===== src/rtl/seglink_pkg.sv =====
`timescale 1ns/1ps
package seglink_pkg;
  parameter int BYTE_W = 8;

  typedef enum logic [2:0] {
    ST_IDLE,
    ST_ADDR,
    ST_AACK,
    ST_WDATA,
    ST_WACK,
    ST_RDATA,
    ST_RGAP,
    ST_SKIP
  } link_st_e;
endpackage


===== src/rtl/seglink_cond.sv =====
`timescale 1ns/1ps
// Bus edge and start/stop condition detector.
module seglink_cond (
  input  logic clk,
  input  logic rst_n,
  input  logic scl_i,
  input  logic sda_i,
  output logic scl_rise_o,
  output logic scl_fall_o,
  output logic start_o,
  output logic stop_o
);
  logic scl_q, sda_q;

  always_ff @(posedge clk or negedge rst_n) begin
    if (!rst_n) begin
      scl_q <= 1'b1;
      sda_q <= 1'b1;
    end else begin
      scl_q <= scl_i;
      sda_q <= sda_i;
    end
  end

  assign scl_rise_o = scl_i & ~scl_q;
  assign scl_fall_o = ~scl_i & scl_q;
  assign start_o    = scl_i & scl_q & sda_q & ~sda_i;
  assign stop_o     = scl_i & scl_q & ~sda_q & sda_i;
endmodule


===== src/rtl/seglink_fsm.sv =====
`timescale 1ns/1ps
// Framing sequencer: address, acknowledge, write bytes, read bytes, skip edge.
module seglink_fsm
  import seglink_pkg::*;
#(
  parameter int         SEG_BITS = 128,
  parameter logic [6:0] DEV_ADDR = 7'h3F,
  parameter int         IDX_W    = $clog2(SEG_BITS)
) (
  input  logic                 clk,
  input  logic                 rst_n,
  input  logic                 scl_rise_i,
  input  logic                 scl_fall_i,
  input  logic                 start_i,
  input  logic                 stop_i,
  input  logic                 sda_i,
  input  logic                 tx_bit_i,
  output link_st_e             st_o,
  output logic                 commit_o,
  output logic [BYTE_W-1:0]    byte_o,
  output logic                 blk_done_o,
  output logic [IDX_W-1:0]     rd_idx_o,
  output logic                 oe_o
);
  localparam int BYTES  = SEG_BITS / BYTE_W;
  localparam int BCNT_W = $clog2(BYTES);
  localparam int BIT_W  = $clog2(BYTE_W);

  link_st_e            st_q, st_n;
  logic [BIT_W-1:0]    bit_q, bit_n;
  logic [BCNT_W-1:0]   bcnt_q, bcnt_n;
  logic [BYTE_W-2:0]   sr_q, sr_n;
  logic                rw_q, rw_n;
  logic                oe_q, oe_n;
  logic                commit;
  logic                last_bit;
  logic [BYTE_W-1:0]   rx_byte;

  assign rx_byte  = {sr_q, sda_i};
  assign last_bit = (bit_q == BIT_W'(BYTE_W - 1));

  always_comb begin
    st_n   = st_q;
    bit_n  = bit_q;
    bcnt_n = bcnt_q;
    sr_n   = sr_q;
    rw_n   = rw_q;
    oe_n   = oe_q;
    commit = 1'b0;
    if (start_i) begin
      st_n   = ST_ADDR;
      bit_n  = '0;
      bcnt_n = '0;
      oe_n   = 1'b0;
    end else if (stop_i) begin
      st_n  = ST_IDLE;
      bit_n = '0;
      oe_n  = 1'b0;
    end else if (scl_rise_i) begin
      case (st_q)
        ST_ADDR: begin
          sr_n = rx_byte[BYTE_W-2:0];
          if (last_bit) begin
            bit_n = '0;
            if (sr_q == DEV_ADDR) begin
              st_n = ST_AACK;
              rw_n = sda_i;
            end else begin
              st_n = ST_IDLE;
            end
          end else begin
            bit_n = bit_q + BIT_W'(1);
          end
        end
        ST_AACK, ST_SKIP: st_n = rw_q ? ST_RDATA : ST_WDATA;
        ST_WDATA: begin
          sr_n = rx_byte[BYTE_W-2:0];
          if (last_bit) begin
            commit = 1'b1;
            bit_n  = '0;
            bcnt_n = bcnt_q + BCNT_W'(1);
            st_n   = ST_WACK;
          end else begin
            bit_n = bit_q + BIT_W'(1);
          end
        end
        ST_RDATA: begin
          if (last_bit) begin
            bit_n  = '0;
            bcnt_n = bcnt_q + BCNT_W'(1);
            st_n   = ST_RGAP;
          end else begin
            bit_n = bit_q + BIT_W'(1);
          end
        end
        ST_WACK, ST_RGAP: begin
          if (bcnt_q == '0)       st_n = ST_SKIP;
          else if (st_q == ST_WACK) st_n = ST_WDATA;
          else                    st_n = ST_RDATA;
        end
        default: ;
      endcase
    end else if (scl_fall_i) begin
      oe_n = (st_q == ST_AACK) || (st_q == ST_WACK) ||
             ((st_q == ST_RDATA) && !tx_bit_i);
    end
  end

  always_ff @(posedge clk or negedge rst_n) begin
    if (!rst_n) begin
      st_q   <= ST_IDLE;
      bit_q  <= '0;
      bcnt_q <= '0;
      sr_q   <= '0;
      rw_q   <= 1'b0;
      oe_q   <= 1'b0;
    end else begin
      st_q   <= st_n;
      bit_q  <= bit_n;
      bcnt_q <= bcnt_n;
      sr_q   <= sr_n;
      rw_q   <= rw_n;
      oe_q   <= oe_n;
    end
  end

  assign st_o       = st_q;
  assign commit_o   = commit;
  assign byte_o     = rx_byte;
  assign blk_done_o = commit && (bcnt_q == BCNT_W'(BYTES - 1));
  assign rd_idx_o   = {bcnt_q, bit_q};
  assign oe_o       = oe_q;
endmodule


===== src/rtl/seglink_store.sv =====
`timescale 1ns/1ps
// Segment shift register, display latch and latch-trigger logic.
module seglink_store
  import seglink_pkg::*;
#(
  parameter int SEG_BITS = 128,
  parameter int IDX_W    = $clog2(SEG_BITS)
) (
  input  logic                clk,
  input  logic                rst_n,
  input  logic                commit_i,
  input  logic [BYTE_W-1:0]   byte_i,
  input  logic                blk_done_i,
  input  logic                en_i,
  input  logic                scl_i,
  input  logic [IDX_W-1:0]    rd_idx_i,
  output logic                tx_bit_o,
  output logic [SEG_BITS-1:0] disp_o
);
  logic [SEG_BITS-1:0] shreg_q, shreg_n;
  logic [SEG_BITS-1:0] disp_q, disp_n;
  logic                pend_q, pend_n;
  logic                en_q;
  logic                strobe;

  assign strobe = en_i & ~en_q & scl_i;
  assign pend_n = blk_done_i & en_i;

  always_comb begin
    shreg_n = shreg_q;
    if (commit_i) shreg_n = {shreg_q[SEG_BITS-BYTE_W-1:0], byte_i};
  end

  always_comb begin
    disp_n = disp_q;
    if (pend_q || strobe) disp_n = shreg_q;
  end

  always_ff @(posedge clk or negedge rst_n) begin
    if (!rst_n) begin
      shreg_q <= '0;
      disp_q  <= '0;
      pend_q  <= 1'b0;
      en_q    <= 1'b1;
    end else begin
      shreg_q <= shreg_n;
      disp_q  <= disp_n;
      pend_q  <= pend_n;
      en_q    <= en_i;
    end
  end

  assign tx_bit_o = shreg_q[IDX_W'(SEG_BITS - 1) - rd_idx_i];
  assign disp_o   = disp_q;
endmodule


===== src/rtl/segbus_slave.sv =====
`timescale 1ns/1ps
module segbus_slave
  import seglink_pkg::*;
#(
  parameter int         SEG_BITS = 128,
  parameter logic [6:0] DEV_ADDR = 7'h3F
) (
  input  logic                clk,
  input  logic                rst_n,
  input  logic                scl_i,
  input  logic                sda_i,
  input  logic                en_i,
  output logic                sda_oe_o,
  output logic [SEG_BITS-1:0] disp_o
);
  localparam int IDX_W = $clog2(SEG_BITS);

  logic [1:0]        rst_sync_q;
  logic              rst_s;
  logic              scl_rise, scl_fall, bus_start, bus_stop;
  link_st_e          st;
  logic              commit, blk_done, tx_bit;
  logic [BYTE_W-1:0] rx_byte;
  logic [IDX_W-1:0]  rd_idx;

  always_ff @(posedge clk or negedge rst_n) begin
    if (!rst_n) rst_sync_q <= 2'b00;
    else        rst_sync_q <= {rst_sync_q[0], 1'b1};
  end
  assign rst_s = rst_sync_q[1];

  seglink_cond u_cond (
    .clk       (clk),
    .rst_n     (rst_s),
    .scl_i     (scl_i),
    .sda_i     (sda_i),
    .scl_rise_o(scl_rise),
    .scl_fall_o(scl_fall),
    .start_o   (bus_start),
    .stop_o    (bus_stop)
  );

  seglink_fsm #(
    .SEG_BITS(SEG_BITS),
    .DEV_ADDR(DEV_ADDR),
    .IDX_W   (IDX_W)
  ) u_fsm (
    .clk       (clk),
    .rst_n     (rst_s),
    .scl_rise_i(scl_rise),
    .scl_fall_i(scl_fall),
    .start_i   (bus_start),
    .stop_i    (bus_stop),
    .sda_i     (sda_i),
    .tx_bit_i  (tx_bit),
    .st_o      (st),
    .commit_o  (commit),
    .byte_o    (rx_byte),
    .blk_done_o(blk_done),
    .rd_idx_o  (rd_idx),
    .oe_o      (sda_oe_o)
  );

  seglink_store #(
    .SEG_BITS(SEG_BITS),
    .IDX_W   (IDX_W)
  ) u_store (
    .clk       (clk),
    .rst_n     (rst_s),
    .commit_i  (commit),
    .byte_i    (rx_byte),
    .blk_done_i(blk_done),
    .en_i      (en_i),
    .scl_i     (scl_i),
    .rd_idx_i  (rd_idx),
    .tx_bit_o  (tx_bit),
    .disp_o    (disp_o)
  );
endmodule


===== config.mk =====
export PLATFORM = sky130hd
export DESIGN_NAME = segbus_slave
export DESIGN_NICKNAME = d
export VERILOG_FILES = /design/src/rtl/seglink_pkg.sv /design/src/rtl/seglink_cond.sv /design/src/rtl/seglink_fsm.sv /design/src/rtl/seglink_store.sv /design/src/rtl/segbus_slave.sv
export SDC_FILE = /design/constraint.sdc
export NUM_CORES = 1
export LEC_CHECK = 0
export ABC_AREA = 0
export BUFFER_PORTS_ARGS = -buffer_cell sky130_fd_sc_hd__buf_4
export CORE_UTILIZATION = 35
export DETAILED_ROUTE_END_ITERATION = 7
export SYNTH_ARGS = -nofsm -noshare
export SYNTH_HDL_FRONTEND = slang
export SYNTH_SLANG_ARGS = --single-unit
export TNS_END_PERCENT = 5

===== constraint.sdc =====
create_clock -name clk -period 12.9 [get_ports clk]
set_input_delay 1.29 -clock clk [delete_from_list [all_inputs] [get_ports clk]]
set_output_delay 1.29 -clock clk [all_outputs]
set_load 0.01 [all_outputs]

Yosys cells after proc, flatten, opt, wreduce, memory -nomap -nowiden --
Cells that the tools add are included.
Word-level totals: bits in registers 281, input port bits 5, word-level logic and storage cells 106
Operators by class: add/subtract/negate cells 3, bitwise operators 17, equal/unequal tests 15, magnitude comparators 1, mux-type cells 32, reductions and logical operators 25
Operators with widths (count):
- $mux 3 | 14
- $mux 4 | 5
- $eq 3x3->1 const B | 5
- $pmux 3 s5 | 1
- $ne 4x3->1 const B | 3
- $and 1x1->1 | 10
- $mux 1 | 10
- $reduce_bool 3->1 | 3
- $lt 7x8->1 const B | 1
- $reduce_and 4->1 | 2
- $reduce_or 2->1 | 4
- $bmux 1 s7 | 1
- $eq 7x6->1 const B | 1
- $not 1->1 | 7
- $reduce_bool 7->1 | 1
- $sub 7x7->7 const A | 1
- $eq 3x2->1 const B | 2
- $reduce_and 6->1 | 1
- $reduce_bool 2->1 | 3
- $reduce_and 5->1 | 1
- $add 4x1->4 const B | 1
- $eq 4x4->1 const B | 1
- $logic_not 4->1 | 1
- $reduce_and 2->1 | 2
- 9 further kinds | 12

Depth between registers and ports, before layout --
Gate-level depths: netlist of the first run.
word-level depth 10, gate-level depth with buffers 9, gate-level depth less buffers 7

By module --
A second synthesis of the first run with hierarchy kept.
Unflattened totals: cell total of the unflattened synthesis 741, area total of the unflattened synthesis 11772.5 sq um
By module, submodules not included:
- seglink_store | cells each 631, instances 1, area an instance 10575.1 sq um
- seglink_fsm | cells each 101, instances 1, area an instance 1058.5 sq um
- seglink_cond | cells each 6, instances 1, area an instance 85.1 sq um
- segbus_slave | cells each 3, instances 1, area an instance 53.8 sq um

Least setup slack after synthesis of the first run --
Ideal clock, no wire load.
path type input -> register, start point input scl_i, end point register u_store.shreg_q[118], path buffers 2, cell stages on the path 7, data arrival time 2546 ps, setup slack 10226 ps, cells stage by stage and2b_1 nand2_1 nor2_4 nand3_1 buf_2 buf_2 mux2_1
Between the ends: cells in the longest elaborated chain, start to end 5
Ends and longest elaborated chain:
- start: declaration | line segbus_slave.sv:10 | input logic scl_i,
- $and 1x1->1 | line seglink_cond.sv:27, seglink_cond.sv:28
- $and 1x1->1 (2 in series) | line seglink_cond.sv:28 | assign stop_o = scl_i & scl_q & ~sda_q & sda_i;
- $mux 1 | line seglink_fsm.sv:55 | end else if (stop_i) begin
- $mux 1 * | line seglink_fsm.sv:50 | if (start_i) begin
- end signal: assignment | line seglink_store.sv:46 | shreg_q <= shreg_n;
- end: declaration | line seglink_store.sv:20 | logic [SEG_BITS-1:0] shreg_q, shreg_n;
Mark *: on every way between the ends. The rest lies on a longest branch, timed or not. A chain may end at the register's enable or synchronous reset.

Final worst setup path of the first run --
start point input en_i, end point register u_store.disp_q[106] (netlist: u_store.disp_o[106])
Between the ends: cells in the longest elaborated chain, start to end 3
Ends and longest elaborated chain:
- start: declaration | line segbus_slave.sv:12 | input logic en_i,
- $and 1x1->1 (2 in series) | line seglink_store.sv:26 | assign strobe = en_i & ~en_q & scl_i;
- $logic_or 1x1->1 | line seglink_store.sv:36 | if (pend_q || strobe) disp_n = shreg_q;
- end signal: assignment | line seglink_store.sv:47 | disp_q <= disp_n;
- end: declaration | line seglink_store.sv:21 | logic [SEG_BITS-1:0] disp_q, disp_n;
Every way passes these cells.

==> results.py, run 1 <==
metrics = {
    "run_status": {
        "status": "finished with violations",
        "violations": "DRC",
    },
    "worst_setup_path": {
        "startpoint": "en_i",
        "cp.required_ns": 13.28,
        "worstPathArrival_ns": 4.07,
        "cp_max_fo": 51,
        "worstSetupPathType": "primary input to flip-flop",
        "endpoint_kind": "flip-flop",
        "r2r_start": "u_store.en_q",
        "r2r_end": "u_store.disp_o[106]",
        "start_kind": "primary input",
        "regToRegSetupSlack_ns": 9.56,
        "r2r_cells": 5,
        "endpoint": "u_store.disp_o[106]",
    },
    "logic_synthesis": {
        "synth_edf_count": 0,
        "ys_seq_area_share_pct": 59.3,
        "ys.flop_type": "dfrtp_1",
        "ys_async_sr_fraction_pct": 100,
        "synth_top_area_cell": "dfrtp_1",
        "synth_cells": 769,
        "ys_top_cells_by_area": "dfrtp_1 (59%), mux2_2 (14%), mux2_1 (11%)",
        "ys_types": 48,
        "syn_nets": 778,
        "synth_common_cells": "dfrtp_1 (278), mux2_2 (149), mux2_1 (119)",
        "syn_area_sq_um": 11900,
        "yosysWarnings": 0,
        "ys_ff_latch": 281,
        "yosys.area.top_type_share_pct": 58.6,
        "synth.most_common_cell": "dfrtp_1",
        "synth.avg_cell_area_sq_um": 15.4,
    },
    "grt": {
        "grt_pass1_vias": 7081,
        "grt_max_degree": 156,
        "grt_pass1_wl_mm": 41.3,
        "grtUsageTotal_pct": 15.3,
        "overflow": 0,
        "antenna_found_initial": 0,
    },
    "timing": {
        "min_period_over_period_pct": 28.6,
        "setup_viol": 0,
        "tightest_slew_ns": 1.24,
        "rsz0062_at_grt": "false",
        "hold_viol_final": 0,
        "min_period_ns": 3.69,
        "setup_tns_ns": 0,
        "slew_violations": 0,
        "fin_worst_skew_ns": 0.0134,
        "clock.fmax_ghz": 0.271,
        "timing.slew.headroom_pct": 17.5,
    },
    "finish": {
        "final_nets": 911,
        "syn2layout_area_growth_pct": 21.4,
        "antenna_cells": 0,
        "drive_gt1_share_pct": 38.1,
        "regArea_sq_um": 7040,
        "multiInputGateArea_sq_um": 4600,
        "n_fill_cell": 3092,
    },
    "power": {
        "cell_internal_pwr_mw": 1.55,
        "p_clk_share_pct": 46.6,
        "netSwitchingFraction_pct": 23.4,
        "pwr-share-seq_pct": 45.3,
        "p_leak_nw": 7.44,
        "p_switching_mw": 0.476,
        "ir_drop_v": 0.0000850,
        "p_per_area_nw_per_um2": 141,
        "p_total_mw": 2.03,
        "combPwrFrac_pct": 8.2,
    },
    "placement": {
        "gp_congestion": 0.730,
        "dpl.hpwl_mm": 16.5,
        "portBuffers": 133,
    },
    "floorplan": {
        "start_util_pct": 35.5,
        "coreArea_sq_um": 33400,
        "fp.dieH_um": 186,
        "die-area_sq_um": 34700,
        "die_w_um": 186,
        "row_count": 67,
        "io_pins": 134,
    },
    "detailed_routing": {
        "highest_layer": "met4",
        "drt-total-wl_mm": 25.6,
        "wl_per_cell_um": 18.6,
        "antenna_left": 0,
        "vias": 6793,
        "first_iter_violations": 296,
        "wl_met3_mm": 1.03,
        "viasPerCell": 4.94,
        "drt_pre_antenna_iters": 7,
        "drc": 4,
        "wl_met1_mm": 12.7,
        "route.met2.wl_mm": 11.4,
    },
    "clock_tree": {
        "cts_root_buf": "clkbuf_16",
        "cts_buffer_depth": 3,
        "insertion_delay_ns": 0.50,
        "hold_buffers": 0,
        "clkSinkCount": 281,
        "cts_tree": "built",
        "htreeDepth": 2,
        "post-cts-setup-buffer-count": 0,
        "cts_resized": 0,
        "cts_made_buffers": 34,
        "path_clk_slew_ns": 0.06,
    },
    "worst_hold_path": {
        "hold_path.class": "flip-flop to flip-flop",
    },
    "run": {
        "cap_violations": 0,
    },
}
==> flip-flops by register name, indices dropped and copies added (netlist names) <==
register         count
u_store.disp_o     128
u_fsm.sr_q           7
rst_sync_q           2
u_fsm.oe_o           1
u_fsm.rw_q           1
u_cond.sda_q         1
u_store.en_q         1
u_store.shreg_q    128
u_fsm.st_o           3
u_fsm.bit_q          3
u_store.pend_q       1
u_fsm.bcnt_q         4
u_cond.scl_q         1
==> cells by family (layout without fill, tap and decap cells) <==
logic type / after synthesis / in the layout / share of synthesized area [%]
AO/OA/AOI/OAI: 45 / 45 / 2.70
flip-flops: 281 / 281 / 59.3
XOR/XNOR: 4 / 4 / 0.295
multiplexers: 324 / 324 / 32.3
AND/OR/NAND/NOR: 64 / 64 / 2.73
adder cells (fa/ha/maj): 4 / 4 / 0.422
other: 1 / 1 / 0.0316
buffers and inverters: 46 / 203 / 2.22
==> worst min-delay path by stage <==
| stage | start | slack, ns | depth (start not counted) | endpoint |
|---|---|---|---|---|
| 5_1_grt | rst_sync_q[0] | 0.36 | 0 | rst_sync_q[1] |
| 6_report | rst_sync_q[0] | 0.35 | 0 | rst_sync_q[1] |
| 2_1_floorplan | rst_sync_q[0] | 0.33 | 0 | rst_sync_q[1] |
| 4_1_cts | rst_sync_q[0] | 0.35 | 0 | rst_sync_q[1] |
| 3_3_place_gp | rst_sync_q[0] | 0.33 | 0 | rst_sync_q[1] |
| 3_5_place_dp | rst_sync_q[0] | 0.34 | 0 | rst_sync_q[1] |
==> area by class of cell <==
type	instances	share of cell area [%]
clock inverters	9	0.504
inverters	3	0.0782
flip-flops and latches	281	48.9
repair buffers	140	7.38
multi-input cells	442	31.9
well taps	448	3.89
clock buffers	51	7.35
==> power groups by stage <==
stage | sequential [mW] | clock [mW] | combinational, mW
after global routing | 0.922 | 1.01 | 0.180
after CTS | 0.919 | 0.973 | 0.170
final | 0.919 | 0.946 | 0.166
after detailed placement | 0.935 | 0 | 0.169
after floorplan | 0.935 | 0 | 0.147
after global placement | 0.934 | 0 | 0.168
==> cells in the final DEF (no fill, tap or decap), types with 2 or more instances in the layout <==
| cell | synthesis | layout |
|---|---|---|
| dfrtp_1 | 278 | 276 |
| mux2_2 | 149 | 149 |
| buf_4 | 3 | 139 |
| mux2_1 | 119 | 119 |
| mux2i_1 | 40 | 40 |
| clkbuf_16 | 0 | 37 |
| nor2_1 | 18 | 18 |
| nand2_1 | 16 | 16 |
| a22oi_1 | 16 | 16 |
| mux4_1 | 16 | 16 |
| a21oi_1 | 11 | 11 |
| clkbuf_8 | 0 | 8 |
| clkinv_2 | 0 | 7 |
| clkbuf_1 | 19 | 6 |
| nor3_1 | 5 | 5 |
| nand3_1 | 6 | 5 |
| ha_1 | 4 | 4 |
| inv_1 | 3 | 3 |
| a221oi_1 | 3 | 3 |
| o22ai_1 | 3 | 3 |
| dfstp_2 | 3 | 3 |
| and2b_1 | 2 | 2 |
| nor2_4 | 2 | 2 |
| xnor2_1 | 2 | 2 |
| and2_1 | 2 | 2 |
| nand4b_1 | 2 | 2 |
| nor3b_1 | 2 | 2 |
| xor2_1 | 2 | 2 |
| nand2b_1 | 2 | 2 |
| nor4_1 | 2 | 2 |
| nor2b_1 | 2 | 2 |
| a21boi_1 | 2 | 2 |
==> stage by stage <==
stage | hold WS [ns] | std cells | setup WS [ns] | util, % | area (sq um)
3_3_place_gp | 0.333 | 1314 | 8.66 | 39.7 | 13300
3_5_place_dp | 0.336 | 1314 | 8.65 | 39.7 | 13300
4_1_cts | 0.350 | 1374 | 9.16 | 43.1 | 14400
2_1_floorplan | 0.331 | 769 | 4.49 | - | 11900
5_1_grt | 0.358 | 1374 | 9.03 | 43.1 | 14400
6_report | 0.348 | 1374 | 9.21 | 43.1 | 14400
==> critical path: stages <==
cell	delay (ns)
buf_4	0.13
a31oi_4	0.79
buf_4	0.67
buf_4	0.64
mux2_2	0.41
==> layer usage <==
metal / vias up / GRT usage, %
li1: 3092 / -
met1: 3519 / 22.6
met2: 143 / 22.9
met3: 39 / 2.92
met4: 0 / 4.39
met5: - / 0
Power figures use the tool's default switching activity.
==> inputs of run 2 (changes only) <==
--- a/config.mk
+++ b/config.mk
@@ -5,7 +5,7 @@
 export SDC_FILE = /design/constraint.sdc
 export NUM_CORES = 1
 export LEC_CHECK = 0
-export ABC_AREA = 0
+export ABC_AREA = 1
 export BUFFER_PORTS_ARGS = -buffer_cell sky130_fd_sc_hd__buf_4
 export CORE_UTILIZATION = 35
 export DETAILED_ROUTE_END_ITERATION = 7
==> constraint.sdc (replaced) <==
create_clock -name clk -period 3.15 [get_ports clk]
set_input_delay 0.315 -clock clk [delete_from_list [all_inputs] [get_ports clk]]
set_output_delay 0.315 -clock clk [all_outputs]
set_load 0.01 [all_outputs]
==> run 2 against run 1 <==
The flow now finishes without violations. Sequential power rose to 4.5 times the previous value. Count of clock-buffer cells in the layout shrank 7. Cell count is 37% higher. Critical endpoint is now u_fsm.oe_o. Flip-flop and latch count did not move. Core utilization shrank 0.34 points. Wire length increased by 13%. Die area about the same. Largest power group is now registers. Worst hold slack got worse by 0.27 ns.
==> results.py, run 2 <==
metrics = {
    "run_status": {
        "status": "finished clean",
    },
    "timing": {
        "setup_tns_ns": 0,
        "timing.slew.headroom_pct": 44.3,
        "hold_viol_final": 0,
        "setup_viol": 0,
        "tightest_slew_ns": 0.836,
        "clock.fmax_ghz": 0.448,
        "rsz0062_at_grt": "false",
        "slew_violations": 0,
        "holdWs_ns": 0.0796,
        "fin_worst_skew_ns": 0.00598,
        "min_period_ns": 2.23,
        "min_period_over_period_pct": 70.9,
    },
    "detailed_routing": {
        "antenna_left": 0,
        "drt_pre_antenna_iters": 5,
        "drt-total-wl_mm": 28.8,
        "first_iter_violations": 742,
        "drc": 0,
        "viasPerCell": 4.78,
        "wl_per_cell_um": 15.3,
        "vias": 9006,
    },
    "clock_tree": {
        "cts_tree": "built",
        "path_clk_slew_ns": 0.06,
        "cts_buffer_depth": 3,
        "cts_made_buffers": 30,
        "htreeDepth": 1,
        "insertion_delay_ns": 0.55,
        "cts_root_buf": "clkbuf_16",
        "clkSinkCount": 281,
    },
    "grt": {
        "antenna_found_initial": 0,
        "grt_max_degree": 115,
        "overflow": 0,
        "grt_pass1_wl_mm": 47.1,
        "grt_pass1_vias": 8912,
        "grtUsageTotal_pct": 17.1,
    },
    "finish": {
        "n_fill_cell": 3289,
        "design_area_sq_um": 14300,
        "multiInputGateArea_sq_um": 4010,
        "syn2layout_area_growth_pct": 20.5,
        "final_nets": 1423,
        "layout_commonest_cell": "nand2_1",
        "utilization_pct": 42.7,
        "regArea_sq_um": 7040,
        "drive_gt1_share_pct": 17.8,
        "antenna_cells": 0,
        "stdcell_count": 1885,
        "final_cell_mix": "nand2_1 (282), dfrtp_1 (276), buf_4 (142)",
    },
    "power": {
        "ir_drop_v": 0.000441,
        "p_per_area_nw_per_um2": 661,
        "p_leak_nw": 6.73,
    },
    "logic_synthesis": {
        "yosys.area.top_type_share_pct": 58.6,
        "ys_top_cells_by_area": "dfrtp_1 (59%), nand2_1 (8.9%), a21oi_1 (5.5%)",
        "syn_nets": 1314,
        "ys_ff_latch": 281,
        "ys_types": 33,
        "synth_cells": 1305,
        "yosysWarnings": 0,
        "synth_top_area_cell": "dfrtp_1",
        "ys.flop_type": "dfrtp_1",
        "synth.most_common_cell": "nand2_1",
        "synth.avg_cell_area_sq_um": 9.09,
        "synth_edf_count": 0,
        "syn_area_sq_um": 11900,
        "ys_async_sr_fraction_pct": 100,
        "synth_common_cells": "nand2_1 (282), dfrtp_1 (278), a21oi_1 (131)",
        "ys_seq_area_share_pct": 59.3,
    },
    "worst_setup_path": {
        "endpoint_kind": "flip-flop",
        "cp.required_ns": 3.58,
        "start_kind": "flip-flop",
        "worstSetupPathType": "flip-flop to flip-flop",
        "cp_max_fo": 34,
        "worstPathArrival_ns": 2.67,
    },
    "floorplan": {
        "coreArea_sq_um": 33400,
        "fp.dieH_um": 186,
        "io_pins": 134,
        "die_w_um": 186,
        "die-area_sq_um": 34600,
        "start_util_pct": 35.5,
        "row_count": 67,
    },
    "placement": {
        "gp_congestion": 0.801,
        "post_dp_cell_area_sq_um": 13300,
        "dpl.hpwl_mm": 19.6,
        "portBuffers": 133,
        "placed_cells": 1826,
    },
    "run": {
        "cap_violations": 0,
    },
    "worst_hold_path": {
        "hold_path.class": "primary input to asynchronous set/reset pin",
    },
}
[run 2: cell types whose count changed after synthesis, sizes merged, moves of 16 or more]
cell	before	now
a21oi	11	132
a22oi	16	0
buf	23	61
inv	3	113
mux2	268	42
mux2i	40	1
mux4	16	0
nand2	16	282
nand3	6	116
nor2	20	131
o21ai	2	114
[run 2: routing by layer]
metal / vias to the layer above / GRT usage, % / share of wire [%]
li1: 4457 / - / -
met1: 4308 / 24.0 / 48
met2: 189 / 27.3 / 46
met3: 52 / 2.37 / 4.0
met4: 0 / 5.02 / 2.3
met5: - / 0 / 0
[run 2: per-stage QoR]
step	total power [mW]	worst slack (ns)
global route	9.97	0.670
finish	9.45	0.917
global placement	5.99	0.939
CTS	9.56	0.889
detailed placement	6.02	0.900
floorplan	5.43	0.346
[run 2: cell type report]
type | count | share of cell area, %
inverters | 114 | 2.99
well taps | 448 | 3.92
clock inverters | 11 | 0.770
multi-input cells | 833 | 28.1
repair buffers | 154 | 8.86
clock buffers | 44 | 6.12
flip-flops and latches | 281 | 49.3
[run 2: final timing paths]
check	slack [ns]	start	to	depth (start not counted)
max	0.92	u_fsm.bit_q[0]	u_fsm.oe_o	13
min	0.08	rst_n	rst_sync_q[1]	2
max reg2reg	0.92	u_fsm.bit_q[0]	u_fsm.oe_o	13
min reg2reg	0.35	rst_sync_q[0]	rst_sync_q[1]	0
max in group asynchronous	1.85	rst_sync_q[1]	u_store.disp_o[106]	1
min in group clk	0.35	rst_sync_q[0]	rst_sync_q[1]	0
[run 2: cell families after synthesis]
logic type | Yosys count | synth area share (%)
buffers and inverters | 191 | 6.98
muxes | 43 | 4.07
DFF | 281 | 59.3
AOI/OAI and AO/OA | 252 | 10.8
and+or+nand+nor | 533 | 18.4
other | 1 | 0.0316
adders and majority gates | 4 | 0.422
[run 2: repair_timing]
action                                 CTS  global route
hold buffers                             4             0
endpoints found under the hold margin    5             0
gates resized for setup                  0             0
setup buffers                            0             0
[run 2: power by group]
group / internal [mW] / switching, mW / total [mW]
logic: 0.666 / 1.11 / 1.78
registers: 3.89 / 0.263 / 4.16
clock network: 2.08 / 1.44 / 3.52
[run 2: critical path, stage by stage (launching register included)]
cell     delay [ns]
dfrtp_2        0.42
inv_2          0.43
buf_4          0.42
nand2_1        0.09
nand3_1        0.08
nand3_1        0.10
nand2_1        0.08
nand2_1        0.05
nand3_1        0.09
nand3_1        0.08
nand2_1        0.08
nand2_1        0.05
nand3_1        0.06
a21oi_1        0.06
==> inputs of run 3 (changes only) <==
==> constraint.sdc (replaced) <==
create_clock -name clk -period 1.9 [get_ports clk]
set_input_delay 0.19 -clock clk [delete_from_list [all_inputs] [get_ports clk]]
set_output_delay 0.19 -clock clk [all_outputs]
set_load 0.01 [all_outputs]
==> run 3 against run 2 <==
Sequential power rose by 65%. Die area did not move. Flip-flop and latch count did not move. Total power rose by 72%.
==> results.py, run 3 (same netlist as run 2, synthesis figures left out) <==
metrics = {
    "grt": {
        "grtUsageTotal_pct": 17.1,
        "grt_pass1_wl_mm": 47.2,
        "overflow": 0,
        "antenna_found_initial": 0,
        "grt_max_degree": 106,
        "grt_pass1_vias": 8803,
    },
    "detailed_routing": {
        "drt-total-wl_mm": 29.1,
        "drc": 0,
        "first_iter_violations": 569,
        "antenna_left": 0,
        "viasPerCell": 4.79,
        "wl_per_cell_um": 15.3,
        "drt_pre_antenna_iters": 4,
        "vias": 9117,
    },
    "worst_setup_path": {
        "max_stage_delay_ns": 0.46,
        "start_kind": "flip-flop",
        "endpoint_kind": "flip-flop",
        "crit_top_cell": "ha_1",
        "worstPathArrival_ns": 2.20,
        "cp.required_ns": 2.31,
        "worstSetupPathType": "flip-flop to flip-flop",
        "path_cells": "ha_1 > ha_1 > inv_1 > nor2_4 > nand3_4 > buf_16 > o21ai_0",
        "regToRegSetupSlack_ns": 0.11,
        "critPathSlowestCell": "dfrtp_2",
        "cp_max_fo": 105,
    },
    "power": {
        "ir_drop_v": 0.000696,
        "p_per_area_nw_per_um2": 1110,
        "p_leak_nw": 6.91,
        "p_total_mw": 16.3,
    },
    "clock_tree": {
        "cts_tree": "built",
        "post-cts-setup-buffer-count": 0,
        "htreeDepth": 1,
        "cts_made_buffers": 30,
        "path_clk_slew_ns": 0.06,
        "cts_root_buf": "clkbuf_16",
        "cts_buffer_depth": 3,
        "clkSinkCount": 281,
        "insertion_delay_ns": 0.54,
    },
    "placement": {
        "dpl.hpwl_mm": 19.7,
        "placed_cells": 1843,
        "gp_congestion": 0.794,
        "portBuffers": 133,
        "place_worst_setup_slack_ns": 0.114,
        "post_dp_cell_area_sq_um": 13500,
    },
    "timing": {
        "worst_slack_ns": 0.105,
        "fin_worst_skew_ns": 0.00683,
        "min_period_ns": 1.79,
        "hold_viol_final": 0,
        "rsz0062_at_grt": "true",
        "slew_violations": 0,
        "clock.fmax_ghz": 0.557,
        "setup_viol": 0,
        "setup_tns_ns": 0,
        "min_period_over_period_pct": 94.5,
    },
    "finish": {
        "drive_gt1_share_pct": 19.2,
        "layout_commonest_cell": "nand2_1",
        "stdcell_count": 1904,
        "design_area_sq_um": 14600,
        "syn2layout_area_growth_pct": 23.5,
        "final_nets": 1442,
        "antenna_cells": 0,
        "final_cell_mix": "nand2_1 (282), dfrtp_1 (276), buf_4 (149)",
    },
    "floorplan": {
        "die-area_sq_um": 34600,
        "start_util_pct": 35.5,
        "coreArea_sq_um": 33400,
        "die_w_um": 186,
        "io_pins": 134,
        "row_count": 67,
        "fp.dieH_um": 186,
    },
    "worst_hold_path": {
        "hold_path.class": "flip-flop to asynchronous set/reset pin",
    },
    "run_status": {
        "status": "finished clean",
    },
    "run": {
        "cap_violations": 0,
    },
}
## run 3: cell types whose count changed in the layout (fill, tap and decap cells not counted), moves of 2 or more
| cell | before | now |
|---|---|---|
| buf_4 | 142 | 149 |
| clkinvlp_4 | 2 | 0 |
| clkinv_2 | 7 | 5 |
| clkbuf_8 | 5 | 11 |
| buf_12 | 8 | 17 |
| clkbuf_1 | 8 | 5 |
## run 3: layout make-up
class | instances | area (sq um)
repair buffers | 173 | 1560
well taps | 448 | 561
multi-input cells | 833 | 4020
clock inverters | 8 | 93.8
clock buffers | 47 | 946
inverters | 114 | 428
fillers | 3226 | 18800
flip-flops and latches | 281 | 7040
## run 3: worst max-delay path, delay by kind of cell (launching register included)
kind,cells,cell delay [ns]
AO/OA/AOI/OAI,1,0.15
adder cells (fa/ha/maj),2,0.41
buffers and inverters,2,0.41
flip-flops,1,0.46
AND/OR/NAND/NOR,2,0.16
## run 3: timing repair
| item | 4_1_cts | 5_1_grt |
|---|---|---|
| gates resized for setup | 0 | 3 |
| setup endpoints to repair | 0 | 6 |
| hold buffers | 5 | 0 |
| endpoints found under the hold margin | 8 | 0 |
## run 3: per-stage QoR
step | utilization [%] | hold WS, ns
after floorplan | - | -0.106
after global placement | 40.4 | -0.0256
after detailed placement | 40.4 | -0.0267
after CTS | 43.7 | 0.308
after global routing | 43.8 | 0.341
final | 43.8 | 0.305
## run 3: path summary, 6_finish.rpt
| kind | startpoint | to | cells after the start |
|---|---|---|---|
| max | u_fsm.bit_q[0] | u_store.shreg_q[33] | 7 |
| max reg2reg | u_fsm.bit_q[0] | u_store.shreg_q[33] | 7 |
| min reg2reg | rst_sync_q[1] | u_store.disp_o[33] | 0 |
| max in group asynchronous | rst_sync_q[1] | u_store.shreg_q[104] | 1 |
| min | rst_sync_q[1] | u_store.disp_o[33] | 0 |
| min in group clk | en_i | u_store.en_q | 2 |
## run 3: where the power goes
group | switching [mW] | internal (mW) | leakage, nW | total, mW
clock | 2.35 | 3.67 | 0.519 | 6.02
sequential | 0.422 | 6.46 | 3.43 | 6.88
combinational | 2.02 | 1.38 | 2.97 | 3.40
## run 3: routing by layer
metal	GRT usage [%]	wire (um)
met4	4.20	577
met5	0	0
met3	2.45	1180
met2	27.5	13400
met1	24.3	13900
